===== config.mk =====
export PLATFORM = sky130hd
export DESIGN_NAME = tdm_block_strobe
export DESIGN_NICKNAME = d
export VERILOG_FILES = /design/src/rtl/tdm_blk_pkg.sv /design/src/rtl/tdm_mask_regs.sv /design/src/rtl/tdm_bit_counter.sv /design/src/rtl/tdm_strobe_out.sv /design/src/rtl/tdm_block_strobe.sv
export SDC_FILE = /design/constraint.sdc
export NUM_CORES = 1
export LEC_CHECK = 0
export ABC_AREA = 1
export CORE_ASPECT_RATIO = 0.5
export CORE_MARGIN = 1
export CORE_UTILIZATION = 28
export CTS_BUF_LIST = sky130_fd_sc_hd__clkbuf_4 sky130_fd_sc_hd__clkbuf_8
export DETAILED_ROUTE_END_ITERATION = 8
export RECOVER_POWER = 50
export SYNTH_ARGS = -nofsm -noshare
export SYNTH_HDL_FRONTEND = slang
export SYNTH_HIERARCHICAL = 1
export SYNTH_SLANG_ARGS = --single-unit

===== constraint.sdc =====
create_clock -name clk -period 3.67 [get_ports clk]
set_clock_uncertainty 0.15 [all_clocks]
set_input_delay 0.5505 -clock clk [delete_from_list [all_inputs] [get_ports clk]]
set_output_delay 0.5505 -clock clk [all_outputs]
set_load 0.03 [all_outputs]

===== src/rtl/tdm_blk_pkg.sv =====
`timescale 1ns/1ps
package tdm_blk_pkg;

  localparam int REG_W    = 8;
  localparam int NUM_REGS = 4;
  localparam int CH_BITS  = 8;
  localparam int T1_CH    = 24;

  localparam int ADDR_W   = $clog2(NUM_REGS);
  localparam int MASK_W   = REG_W * NUM_REGS;
  localparam int E1_LEN   = MASK_W * CH_BITS;
  localparam int T1_LEN   = T1_CH * CH_BITS + 1;
  localparam int CNT_W    = $clog2(E1_LEN);
  localparam int CH_SHIFT = $clog2(CH_BITS);
  localparam int CHAN_W   = CNT_W - CH_SHIFT;
  localparam int FBIT_IDX = T1_CH;

  typedef enum logic {
    MODE_E1 = 1'b0,
    MODE_T1 = 1'b1
  } frame_mode_e;

  typedef logic [CNT_W-1:0]  pos_t;
  typedef logic [MASK_W-1:0] mask_t;

  // Last bit time of a frame in the given format.
  function automatic pos_t frame_last(input frame_mode_e mode);
    if (mode == MODE_T1) return pos_t'(T1_LEN - 1);
    return pos_t'(E1_LEN - 1);
  endfunction

  // Position after pos when no sync arrives.
  function automatic pos_t next_pos(input pos_t pos, input frame_mode_e mode);
    if (pos == frame_last(mode)) return '0;
    return pos + 1'b1;
  endfunction

  // Offset of pos inside the channel area (the framing bit excluded).
  function automatic pos_t chan_offset(input pos_t pos, input frame_mode_e mode);
    if (mode == MODE_T1) return pos - 1'b1;
    return pos;
  endfunction

  // True where a channel or the framing bit begins.
  function automatic logic pos_is_start(input pos_t pos, input frame_mode_e mode);
    pos_t off;
    if (mode == MODE_T1 && pos == '0) return 1'b1;
    off = chan_offset(pos, mode);
    return off[CH_SHIFT-1:0] == '0;
  endfunction

  // Strobe level for a bit time under a given mask.
  function automatic logic strobe_value(input mask_t mask, input pos_t pos,
                                        input frame_mode_e mode);
    pos_t              off;
    logic [CHAN_W-1:0] ch;
    if (mode == MODE_T1 && pos == '0) return mask[FBIT_IDX];
    off = chan_offset(pos, mode);
    ch  = off[CNT_W-1:CH_SHIFT];
    return mask[ch];
  endfunction

endpackage


===== src/rtl/tdm_mask_regs.sv =====
`timescale 1ns/1ps
module tdm_mask_regs
  import tdm_blk_pkg::*;
(
  input  logic              clk,
  input  logic              rst_n,
  input  logic              wr_en,
  input  logic [ADDR_W-1:0] addr,
  input  logic [REG_W-1:0]  wdata,
  output logic [REG_W-1:0]  rdata,
  output mask_t             shadow
);

  logic [REG_W-1:0] regq [NUM_REGS];

  for (genvar r = 0; r < NUM_REGS; r++) begin : g_reg
    logic hit;
    assign hit = wr_en && (addr == ADDR_W'(r));
    always_ff @(posedge clk) begin
      if (!rst_n)   regq[r] <= '0;
      else if (hit) regq[r] <= wdata;
    end
    assign shadow[r*REG_W +: REG_W] = regq[r];
  end

  assign rdata = regq[addr];

  // a write is visible in the addressed register on the next cycle
  p_write_lands_r2: assert property (@(posedge clk) disable iff (!rst_n)
    wr_en |=> (regq[$past(addr)] == $past(wdata)));

endmodule


===== src/rtl/tdm_bit_counter.sv =====
`timescale 1ns/1ps
module tdm_bit_counter
  import tdm_blk_pkg::*;
(
  input  logic        clk,
  input  logic        rst_n,
  input  logic        fsync,
  input  frame_mode_e mode_in,
  output pos_t        pos_now,
  output frame_mode_e mode_now,
  output logic        frame_start,
  output logic        chan_start
);

  pos_t        pos_q;
  frame_mode_e mode_q;

  assign pos_now     = fsync ? '0 : next_pos(pos_q, mode_q);
  assign frame_start = (pos_now == '0);
  assign mode_now    = frame_start ? mode_in : mode_q;
  assign chan_start  = pos_is_start(pos_now, mode_now);

  always_ff @(posedge clk) begin
    if (!rst_n) begin
      pos_q  <= '0;
      mode_q <= MODE_E1;
    end else begin
      pos_q <= pos_now;
      if (frame_start) mode_q <= mode_in;
    end
  end

  // a sampled sync restarts the frame at bit time 0
  p_sync_restart_r8: assert property (@(posedge clk) disable iff (!rst_n)
    fsync |=> (pos_q == '0));

  // position never leaves the frame of the current format
  p_pos_range_r10: assert property (@(posedge clk) disable iff (!rst_n)
    pos_q <= frame_last(mode_q));

  // free-running wrap after the last bit time
  p_wrap_r10: assert property (@(posedge clk) disable iff (!rst_n)
    (!fsync && pos_q == frame_last(mode_q)) |=> (pos_q == '0));

  // format only changes at a frame start
  p_mode_hold_r11: assert property (@(posedge clk) disable iff (!rst_n)
    !frame_start |=> $stable(mode_q));

endmodule


===== src/rtl/tdm_strobe_out.sv =====
`timescale 1ns/1ps
module tdm_strobe_out
  import tdm_blk_pkg::*;
(
  input  logic        clk,
  input  logic        rst_n,
  input  mask_t       shadow,
  input  pos_t        pos_now,
  input  frame_mode_e mode_now,
  input  logic        frame_start,
  input  logic        chan_start,
  output logic        blk_out
);

  mask_t active_q;
  mask_t mask_now;
  logic  level_now;

  assign mask_now  = frame_start ? shadow : active_q;
  assign level_now = strobe_value(mask_now, pos_now, mode_now);

  always_ff @(posedge clk) begin
    if (!rst_n) begin
      active_q <= '0;
      blk_out  <= 1'b0;
    end else begin
      if (frame_start) active_q <= shadow;
      blk_out <= level_now;
    end
  end

  // the mask in use is held for the whole frame
  p_mask_hold_r9: assert property (@(posedge clk) disable iff (!rst_n)
    !frame_start |=> $stable(active_q));

  // the strobe does not move inside a channel time
  p_chan_steady_r4: assert property (@(posedge clk) disable iff (!rst_n)
    !chan_start |=> $stable(blk_out));

  // framing-bit level follows register 3 bit 0 at the frame start
  p_fbit_level_r6: assert property (@(posedge clk) disable iff (!rst_n)
    (frame_start && mode_now == MODE_T1) |=> (blk_out == $past(shadow[FBIT_IDX])));

endmodule


===== src/rtl/tdm_block_strobe.sv =====
`timescale 1ns/1ps
module tdm_block_strobe
  import tdm_blk_pkg::*;
(
  input  logic              clk,
  input  logic              rst_n,
  input  logic              fsync,
  input  logic              mode_t1,
  input  logic              wr_en,
  input  logic [ADDR_W-1:0] addr,
  input  logic [REG_W-1:0]  wdata,
  output logic [REG_W-1:0]  rdata,
  output logic              blk_out
);

  mask_t       shadow;
  pos_t        pos_now;
  frame_mode_e mode_now;
  frame_mode_e mode_in;
  logic        frame_start;
  logic        chan_start;

  assign mode_in = frame_mode_e'(mode_t1);

  tdm_mask_regs u_regs (
    .clk    (clk),
    .rst_n  (rst_n),
    .wr_en  (wr_en),
    .addr   (addr),
    .wdata  (wdata),
    .rdata  (rdata),
    .shadow (shadow)
  );

  tdm_bit_counter u_cnt (
    .clk         (clk),
    .rst_n       (rst_n),
    .fsync       (fsync),
    .mode_in     (mode_in),
    .pos_now     (pos_now),
    .mode_now    (mode_now),
    .frame_start (frame_start),
    .chan_start  (chan_start)
  );

  tdm_strobe_out u_out (
    .clk         (clk),
    .rst_n       (rst_n),
    .shadow      (shadow),
    .pos_now     (pos_now),
    .mode_now    (mode_now),
    .frame_start (frame_start),
    .chan_start  (chan_start),
    .blk_out     (blk_out)
  );

endmodule


# --- After elaboration in Yosys (flattened, before gate mapping) ---
# Memory sizes are Yosys's and may differ from the RTL's.
# Cells that the tools add are included.
classes:
  bitwise: 4
  muxes: 36
  add_sub_neg: 2
  eq_ne: 4
  reduce_logical: 7
  magnitude_cmp: 1
ops:
  columns: ["cell", "n"]
  rows:
  - ["2-to-1 mux 8 bit", 12]
  - ["2-to-1 mux 32 bit", 1]
  - ["2-to-1 mux 1 bit", 22]
  - ["adder 8 x 1 -> 8 bit (second input constant)", 1]
  - ["== test 8 bit", 1]
  - ["logical NOT 8 bit", 1]
  - ["subtractor 8 x 1 -> 8 bit (second input constant)", 1]
  - ["< comparator 5 x 6 -> 1 bit (second input constant)", 1]
  - ["binary-select mux 1 bit (select 5 bit)", 1]
  - ["logical AND 1 bit", 5]
  - ["== test 2 bit (second input constant)", 2]
  - ["OR 1 bit", 4]
  - ["== test 2 x 1 -> 1 bit (second input constant)", 1]
  - ["logical NOT 2 bit", 1]
word_totals:
  word_cells: 59
  mem_count: 1
  reg_bits: 42
  ramBits: 32
  output_inout_bits: 9
mem_list:
  columns: ["name", "depth", "width", "read_ports", "rd_ports_with_merged_regs", "write_ports", "line", "rtl"]
  rows:
  - ["u_regs.regq", 4, 8, 5, 0, 4, "tdm_mask_regs.sv:14", "logic [REG_W-1:0] regq [NUM_REGS];"]

# --- Depth between registers and ports, before layout ---
# Gate-level depths: netlist of run 1.
depth:
  depth_word: 16
  mapped_depth: 28
  ltp_nobuf: 28

# --- By module ---
# Netlist of run 1, hierarchy kept.
modules_own_cells:
  columns: ["module", "cells_each", "area_per_inst_um2", "instances"]
  rows:
  - ["tdm_strobe_out", 238, 1737.9, 1]
  - ["tdm_mask_regs", 167, 1542.7, 1]
  - ["tdm_bit_counter", 112, 669.4, 1]

# --- Least setup slack after synthesis of run 1 ---
# No wires, ideal clock.
synth_path:
  path_type: "flip-flop to flip-flop"
  startpoint: "register u_cnt.pos_q[0]"
  endpoint: "register u_out.blk_out"
  required_ns: 3.408
  stages_incl_launch_ff: 28
  period_less_slack_ns: 2.888
  arrival_time_ns: 2.626
  setup_time_ns: 0.112
  n_path_buf: 1
  path_slack_ns: 0.782
  cell_sequence: "dfxtp_1 > inv_1 > nand2_1 > nor2_1 > nand2_1 > nand2_2 > nand2_4 > nand2_2 > nor2_1 > inv_1 > ha_1 > nand2_2 > nor2_2 > nand2_1 > nand2_1 > nand2_1 > inv_1 > nor2_4 > nand3_4 > nand2_4 > buf_6 > nand2_1 > nand3_1 > nand3_1 > nand3_1 > nand2_1 > nor2_2 > nor2_2"
synth_via:
  elab_chain_cells: 13
synth_lines:
  columns: ["item", "line", "rtl"]
  rows:
  - ["start, declared", "tdm_bit_counter.sv:15", "pos_t pos_q;"]
  - ["start signal, assigned", "tdm_bit_counter.sv:28", "pos_q <= pos_now;"]
  - ["branches (longest 2 deep; another with adder 8 x 1 -> 8 bit)", null, null]
  - ["2-to-1 mux 8 bit *", "tdm_blk_pkg.sv:35", "return pos + 1'b1;"]
  - ["2-to-1 mux 8 bit *", "tdm_bit_counter.sv:18", "assign pos_now = fsync ? '0 : next_pos(pos_q, mode_q);"]
  - ["via pos_now[0]", "tdm_block_strobe.sv:17", "pos_t pos_now;"]
  - ["logical NOT 8 bit *", "tdm_bit_counter.sv:19", "assign frame_start = (pos_now == '0);"]
  - ["2-to-1 mux 1 bit *", null, null]
  - ["via mode_now", "tdm_block_strobe.sv:18", "frame_mode_e mode_now;"]
  - ["2-to-1 mux 1 bit (2 in series)", null, null]
  - ["2-to-1 mux 8 bit (2 in series)", null, null]
  - ["binary-select mux 1 bit (select 5 bit)", "tdm_blk_pkg.sv:60", "return mask[ch];"]
  - ["2-to-1 mux 1 bit (not written as such)", "tdm_blk_pkg.sv:60", null]
  - ["2-to-1 mux 1 bit *", "tdm_blk_pkg.sv:58", "off = chan_offset(pos, mode);"]
  - ["end signal, assigned", "tdm_strobe_out.sv:28", "blk_out <= level_now;"]
  - ["end, declared", "tdm_strobe_out.sv:12", "output logic blk_out"]
# Mark *: on every way through the listed nets, which the timed path passes. The select of a mux whose other input is x is not followed.
# A chain may end at the register's enable or synchronous reset.

# --- Worst setup path after layout of run 1 ---
layout_path:
  startpoint: "input port addr[0]"
  endpoint: "output port rdata[2]"
layout_via:
  elab_chain_cells: 1
layout_lines:
  columns: ["item", "line", "rtl"]
  rows:
  - ["start, declared", "tdm_block_strobe.sv:10", "input logic [ADDR_W-1:0] addr,"]
  - ["memory (4 x 8 bit)", null, null]
  - ["end, declared", "tdm_block_strobe.sv:12", "output logic [REG_W-1:0] rdata,"]
# No other way between the ends.

==> flow_metrics.env, run 1 <==
export IMPL_p_clk_share_pct=35.1
export IMPL_syn_mean_instance_area_sq_um=7.718
export IMPL_worstMarginPinSlew_ps=597.8
export IMPL_cts_tree="built"
export IMPL_synth_cells=505
export IMPL_synthesis_nets=522
export IMPL_drt_iter0_markers=222
export IMPL_grt_pass1_vias=2975
export IMPL_met3_usage_pct=4.104
export IMPL_top_usage_layer="met2"
export IMPL_r2r_slack_ps=510
export IMPL_crit_arrival_ps=2570
export IMPL_cp_startpoint="addr[0]"
export IMPL_cts_setup_buffers=0
export IMPL_gr_total_overflow=0
export IMPL_gp_congestion=0.8347
export IMPL_report_final_slew_viol_count=0
export IMPL_start_kind="primary input"
export IMPL_fin_setup_tns_ps=0
export IMPL_vias=3167
export IMPL_coreArea_sq_um=13550
export IMPL_reg2reg_depth=26
export IMPL_outcome="completed"
export IMPL_sw_frac_of_total_pct=28.26
export IMPL_p_leak_nw=2.051
export IMPL_cts_hold_buffers=0
export IMPL_clk_path_buf_depth=2
export IMPL_grtUsageMet2_pct=21.19
export IMPL_wl_per_cell_um=12.87
export IMPL_hold_class="reg2reg"
export IMPL_crit_end="rdata[2]"
export IMPL_internal_power_mw=1.424
export IMPL_r2r_start="u_cnt/pos_q[4]"
export IMPL_grt_usage_pct=13.94
export IMPL_cp_max_fo=18
export IMPL_port_buffers=23
export IMPL_fmax_ghz=0.3053
export IMPL_power_switching_uw=560.9
export IMPL_comb_power_share_pct=17.1
export IMPL_critical_path_class="in2out"
export IMPL_met1_usage_pct=18.77
export IMPL_final_period_utilization_pct=89.24
export IMPL_syn_area_sq_um=3897
export IMPL_initial_core_util_pct=28.76
export IMPL_pin_count=24
export IMPL_die_h_um=85.43
export IMPL_cts_buffers_inserted=9
export IMPL_crit_path_end_kind="output port"
export IMPL_finalSetupViolations=0
export IMPL_crit_required_ps=2970
export IMPL_rsz0062_at_grt="false"
export IMPL_max_vdd_ir_drop_v=0.0001890
export IMPL_yosys_warnings=6
export IMPL_hold_viol=0
export IMPL_power_density_nw_per_um2=445.1
export IMPL_final_util_pct=32.91
export IMPL_cts_root_buf="clkbuf_8"
export IMPL_antenna_found_initial=0
export IMPL_r2r_end="u_out/blk_out"
export IMPL_p_seq_share_pct=47.8
export IMPL_antenna_cells=0
export IMPL_whs_ps=349.3
export IMPL_drive_above_1_share_pct=11.30
export IMPL_clock_sinks=74
export IMPL_rows=30
export IMPL_dpl_hpwl_mm=6.797
export IMPL_slew_headroom_pct=60.10
export IMPL_grt_pass1_wl_mm=15.36
export IMPL_final_net_count=544
export IMPL_finalWirelength_mm=9.305
export IMPL_detail_route_antenna_nets=0
export IMPL_cts_htree_levels=3
export IMPL_grt_max_degree=48
export IMPL_drc=0
export IMPL_die_x_um=168.9
export IMPL_cts_resized=0
export IMPL_syn_to_final_growth_pct=14.41
export IMPL_clock_latency_ps=360
export IMPL_power_mw=1.985
export IMPL_cap_violations=0
export IMPL_fp_dieArea_sq_um=14420
export IMPL_postLayoutCellArea_sq_um=4459
export IMPL_dpl_cell_area_sq_um=4284
export IMPL_via_per_inst=4.380
export IMPL_cts_clk_slew_worst_paths_ps=70
export IMPL_period_needed_ps=3275
export IMPL_first_pass_iters=4
-- worst min path at each step --
stage                               to  depth (start not counted)  slack [ps]          startpoint
finish                    u_cnt/mode_q                          2         350        u_cnt/mode_q
detailed placement        u_cnt/mode_q                          2         340        u_cnt/mode_q
floorplan           u_out/active_q[19]                          2         310  u_out/active_q[19]
global route        u_out/active_q[15]                          2         390  u_out/active_q[15]
global placement    u_out/active_q[23]                          2         330  u_out/active_q[23]
CTS                       u_cnt/mode_q                          2         350        u_cnt/mode_q
-- metrics by stage --
stage	instances	setup WS [ps]
2_1_floorplan	505	912.8
4_1_cts	723	483.5
6_report	723	394.8
3_3_place_gp	708	231.6
5_1_grt	723	93.17
3_5_place_dp	708	123.1
-- power by group through the flow --
stage	Clock [mW]	Combinational (mW)	Sequential (mW)
after CTS	0.720	0.343	0.950
after global placement	0	0.338	0.967
after floorplan	0	0.248	0.958
after detailed placement	0	0.341	0.968
final	0.697	0.338	0.950
after global routing	0.751	0.377	0.957
-- layer usage --
metal | part of all wire [%] | routed length (um)
met2 | 44 | 4114
met3 | 4.1 | 382
met5 | 0 | 0
met1 | 51 | 4700
met4 | 1.1 | 107
-- cells in the final DEF (no fill, tap or decap), types with 9 or more instances in the layout --
master and instances:
clkdlybuf4s50_1 21, mux2i_1 17, o21ai_0 16, nand2_1 139, nand3_1 46, dfxtp_1 42, nand2_2 17, edfxtp_1 32
inv_1 56, clkbuf_8 9, nor2_1 86
-- worst max-delay path, stage by stage --
cell,delay (ps)
dlygate4sd3_1,550
inv_1,450
nand2_1,100
nand2_1,80
nand2_1,40
nand2_1,100
clkdlybuf4s50_1,690
-- registers in the layout (all words and copies together), names as in the netlist --
name            cells
u_out/active_q     32
u_regs/regq        32
u_cnt/pos_q         8
u_cnt/mode_q        1
u_out/blk_out       1
-- cell type report --
| cell class | count | area, sq um |
|---|---|---|
| Fill cell | 1465 | 9091 |
| Timing Repair Buffer | 28 | 280.3 |
| Tap cell | 192 | 240.2 |
| Clock buffer | 9 | 123.9 |
| Inverter | 62 | 235.2 |
| Clock inverter | 6 | 90.09 |
| Multi-Input combinational cell | 352 | 1688 |
| Sequential cell | 74 | 1802 |
Power figures use the tool's default switching activity.
==> inputs of run 2 (changes only) <==
--- a/config.mk
+++ b/config.mk
@@ -12,6 +12,7 @@
 export CTS_BUF_LIST = sky130_fd_sc_hd__clkbuf_4 sky130_fd_sc_hd__clkbuf_8
 export DETAILED_ROUTE_END_ITERATION = 8
 export RECOVER_POWER = 50
+export REMOVE_ABC_BUFFERS = 1
 export SYNTH_ARGS = -nofsm -noshare
 export SYNTH_HDL_FRONTEND = slang
 export SYNTH_HIERARCHICAL = 1
==> run 2 against run 1 <==
  * The run now ends with DRC left
  * Hold slack about the same
  * Die area did not move
  * Wire length shrank 1.5%
  * Sequential power is essentially flat
  * Largest power group unchanged
  * Global-route usage down 0.13 points
  * Register-to-register slack got worse by 30 ps
  * Largest cell class unchanged
  * Total power is 1.7% lower
  * Critical path type is now in2reg
==> flow_metrics.env, run 2 (synthesis results as in run 1) <==
export IMPL_cp_startpoint="fsync"
export IMPL_timing_critical_path_mode_cell="nand2_1"
export IMPL_clock_latency_ps=360
export IMPL_drt_iter0_markers=165
export IMPL_crit_arrival_ps=3310
export IMPL_cts_tree="built"
export IMPL_drc=1
export IMPL_finalSetupViolations=0
export IMPL_slew_headroom_pct=64.47
export IMPL_clock_sinks=74
export IMPL_final_net_count=543
export IMPL_critPathBufInv=5
export IMPL_top_regs="u_out/active_q: 32 flops, u_regs/regq: 32 flops, u_cnt/pos_q: 8 flops"
export IMPL_first_pass_iters=7
export IMPL_coreArea_sq_um=13550
export IMPL_fin_setup_tns_ps=0
export IMPL_fmax_ghz=0.3124
export IMPL_cts_htree_levels=3
export IMPL_gr_total_overflow=0
export IMPL_top_usage_layer="met2"
export IMPL_die_h_um=85.43
export IMPL_pin_count=24
export IMPL_worstMarginPinSlew_ps=531.3
export IMPL_crit_end="u_out/blk_out"
export IMPL_port_buffers=23
export IMPL_hold_class="reg2reg"
export IMPL_r2r_slack_ps=480
export IMPL_cts_clk_slew_worst_paths_ps=80
export IMPL_wl_per_cell_um=12.67
export IMPL_nFillCells=1438
export IMPL_finalWirelength_mm=9.161
export IMPL_cts_setup_buffers=0
export IMPL_cp_num_cells=24
export IMPL_layout_commonest_cell="nand2_1"
export IMPL_final_cell_mix="nand2_1 (139), nor2_1 (86), inv_1 (54)"
export IMPL_max_vdd_ir_drop_v=0.0001482
export IMPL_critical_path_class="in2reg"
export IMPL_crit_chain="clkdlybuf4s50_1, inv_1, nand2_2, nor2_1, inv_1, ha_1, nand2_2, nor2_2, nand2_1, nand2_1, nand2_1, inv_1, nor2_4, nand2_2, nand2_4, nand2_4, inv_1, nand2_1, nand3_1, nand2_1, nor2_1, nor2_1, nor2_2, nor2_2"
export IMPL_hold_viol=0
export IMPL_violations="DRC"
export IMPL_reg2reg_depth=27
export IMPL_cts_root_buf="clkbuf_8"
export IMPL_initial_core_util_pct=28.76
export IMPL_antenna_found_initial=0
export IMPL_gp_congestion=0.7966
export IMPL_cts_hold_buffers=0
export IMPL_cts_buffers_inserted=9
export IMPL_drive_above_1_share_pct=11.68
export IMPL_cp_max_fo=18
export IMPL_dpl_hpwl_mm=6.783
export IMPL_crit_required_ps=3780
export IMPL_r2r_start="u_cnt/pos_q[4]"
export IMPL_detail_route_antenna_nets=0
export IMPL_rows=30
export IMPL_outcome="finished with violations"
export IMPL_grtUsageMet2_pct=21.19
export IMPL_cts_resized=0
export IMPL_crit_family="simple AND/OR/NAND/NOR gates"
export IMPL_period_needed_ps=3201
export IMPL_power_density_nw_per_um2=439.0
export IMPL_critical_path_slowest_cell="clkdlybuf4s50_1"
export IMPL_via_per_inst=4.297
export IMPL_vias=3107
export IMPL_start_kind="primary input"
export IMPL_critical_path_max_stage_delay_ps=450
export IMPL_met1_usage_pct=18.92
export IMPL_syn_to_final_growth_pct=14.03
export IMPL_grt_usage_pct=13.82
export IMPL_clk_path_buf_depth=2
export IMPL_antenna_cells=0
export IMPL_grt_pass1_vias=2904
export IMPL_grt_max_degree=48
export IMPL_die_x_um=168.9
export IMPL_final_period_utilization_pct=87.22
export IMPL_crit_path_end_kind="flip-flop"
export IMPL_r2r_end="u_out/blk_out"
export IMPL_report_final_slew_viol_count=0
export IMPL_whs_ps=349.6
export IMPL_rsz0062_at_grt="false"
export IMPL_cap_violations=0
export IMPL_fp_dieArea_sq_um=14420
export IMPL_met3_usage_pct=3.545
export IMPL_grt_pass1_wl_mm=15.26
export IMPL_p_leak_nw=2.042
-- run 2: through the flow --
step	utilization (%)	area, sq um	setup slack, ps	power, mW	std cells
3_3_place_gp	31.56	4277	191.3	1.302	707
5_1_grt	32.80	4444	92.33	2.061	723
3_5_place_dp	31.56	4277	119.5	1.305	707
2_1_floorplan	-	3764	391.2	1.182	488
6_report	32.80	4444	469.0	1.951	723
4_1_cts	33.08	4483	475.0	1.980	723
-- run 2: how the worst min path moves through the flow --
stage | start | to | cells after the start
after floorplan | u_out/active_q[19] | u_out/active_q[19] | 2
after global placement | u_out/active_q[21] | u_out/active_q[21] | 2
after detailed placement | u_out/active_q[3] | u_out/active_q[3] | 2
after CTS | u_cnt/mode_q | u_cnt/mode_q | 2
after global routing | u_cnt/mode_q | u_cnt/mode_q | 2
final | u_cnt/mode_q | u_cnt/mode_q | 2
-- run 2: report_power, final --
group	leakage, nW	internal (mW)	total [mW]	switching [mW]
Clock	0.0988	0.326	0.672	0.346
Combinational	1.28	0.121	0.331	0.211
Sequential	0.661	0.920	0.948	0.0279
Total	2.04	1.37	1.95	0.584
-- run 2: tightest hold or removal path, stage by stage (launching register included) --
cell and delay, ps:
dfxtp_1 320, nand2_1 80, a21oi_1 60
-- run 2: layout make-up --
| type | instances | area, sq um | share of cell area (%) |
|---|---|---|---|
| clock buffers | 9 | 123.9 | 2.787 |
| well taps | 192 | 240.2 | 5.405 |
| repair buffers | 27 | 272.8 | 6.137 |
| clock inverters | 7 | 82.58 | 1.858 |
| multi-input cells | 352 | 1688 | 37.98 |
| inverters | 62 | 235.2 | 5.293 |
| flip-flops and latches | 74 | 1802 | 40.54 |
-- run 2: metal layers --
metal	wire length (um)	part of all wire [%]
met1	4640	51
met3	314	3.4
met5	0	0
met4	65	0.71
met2	4141	45
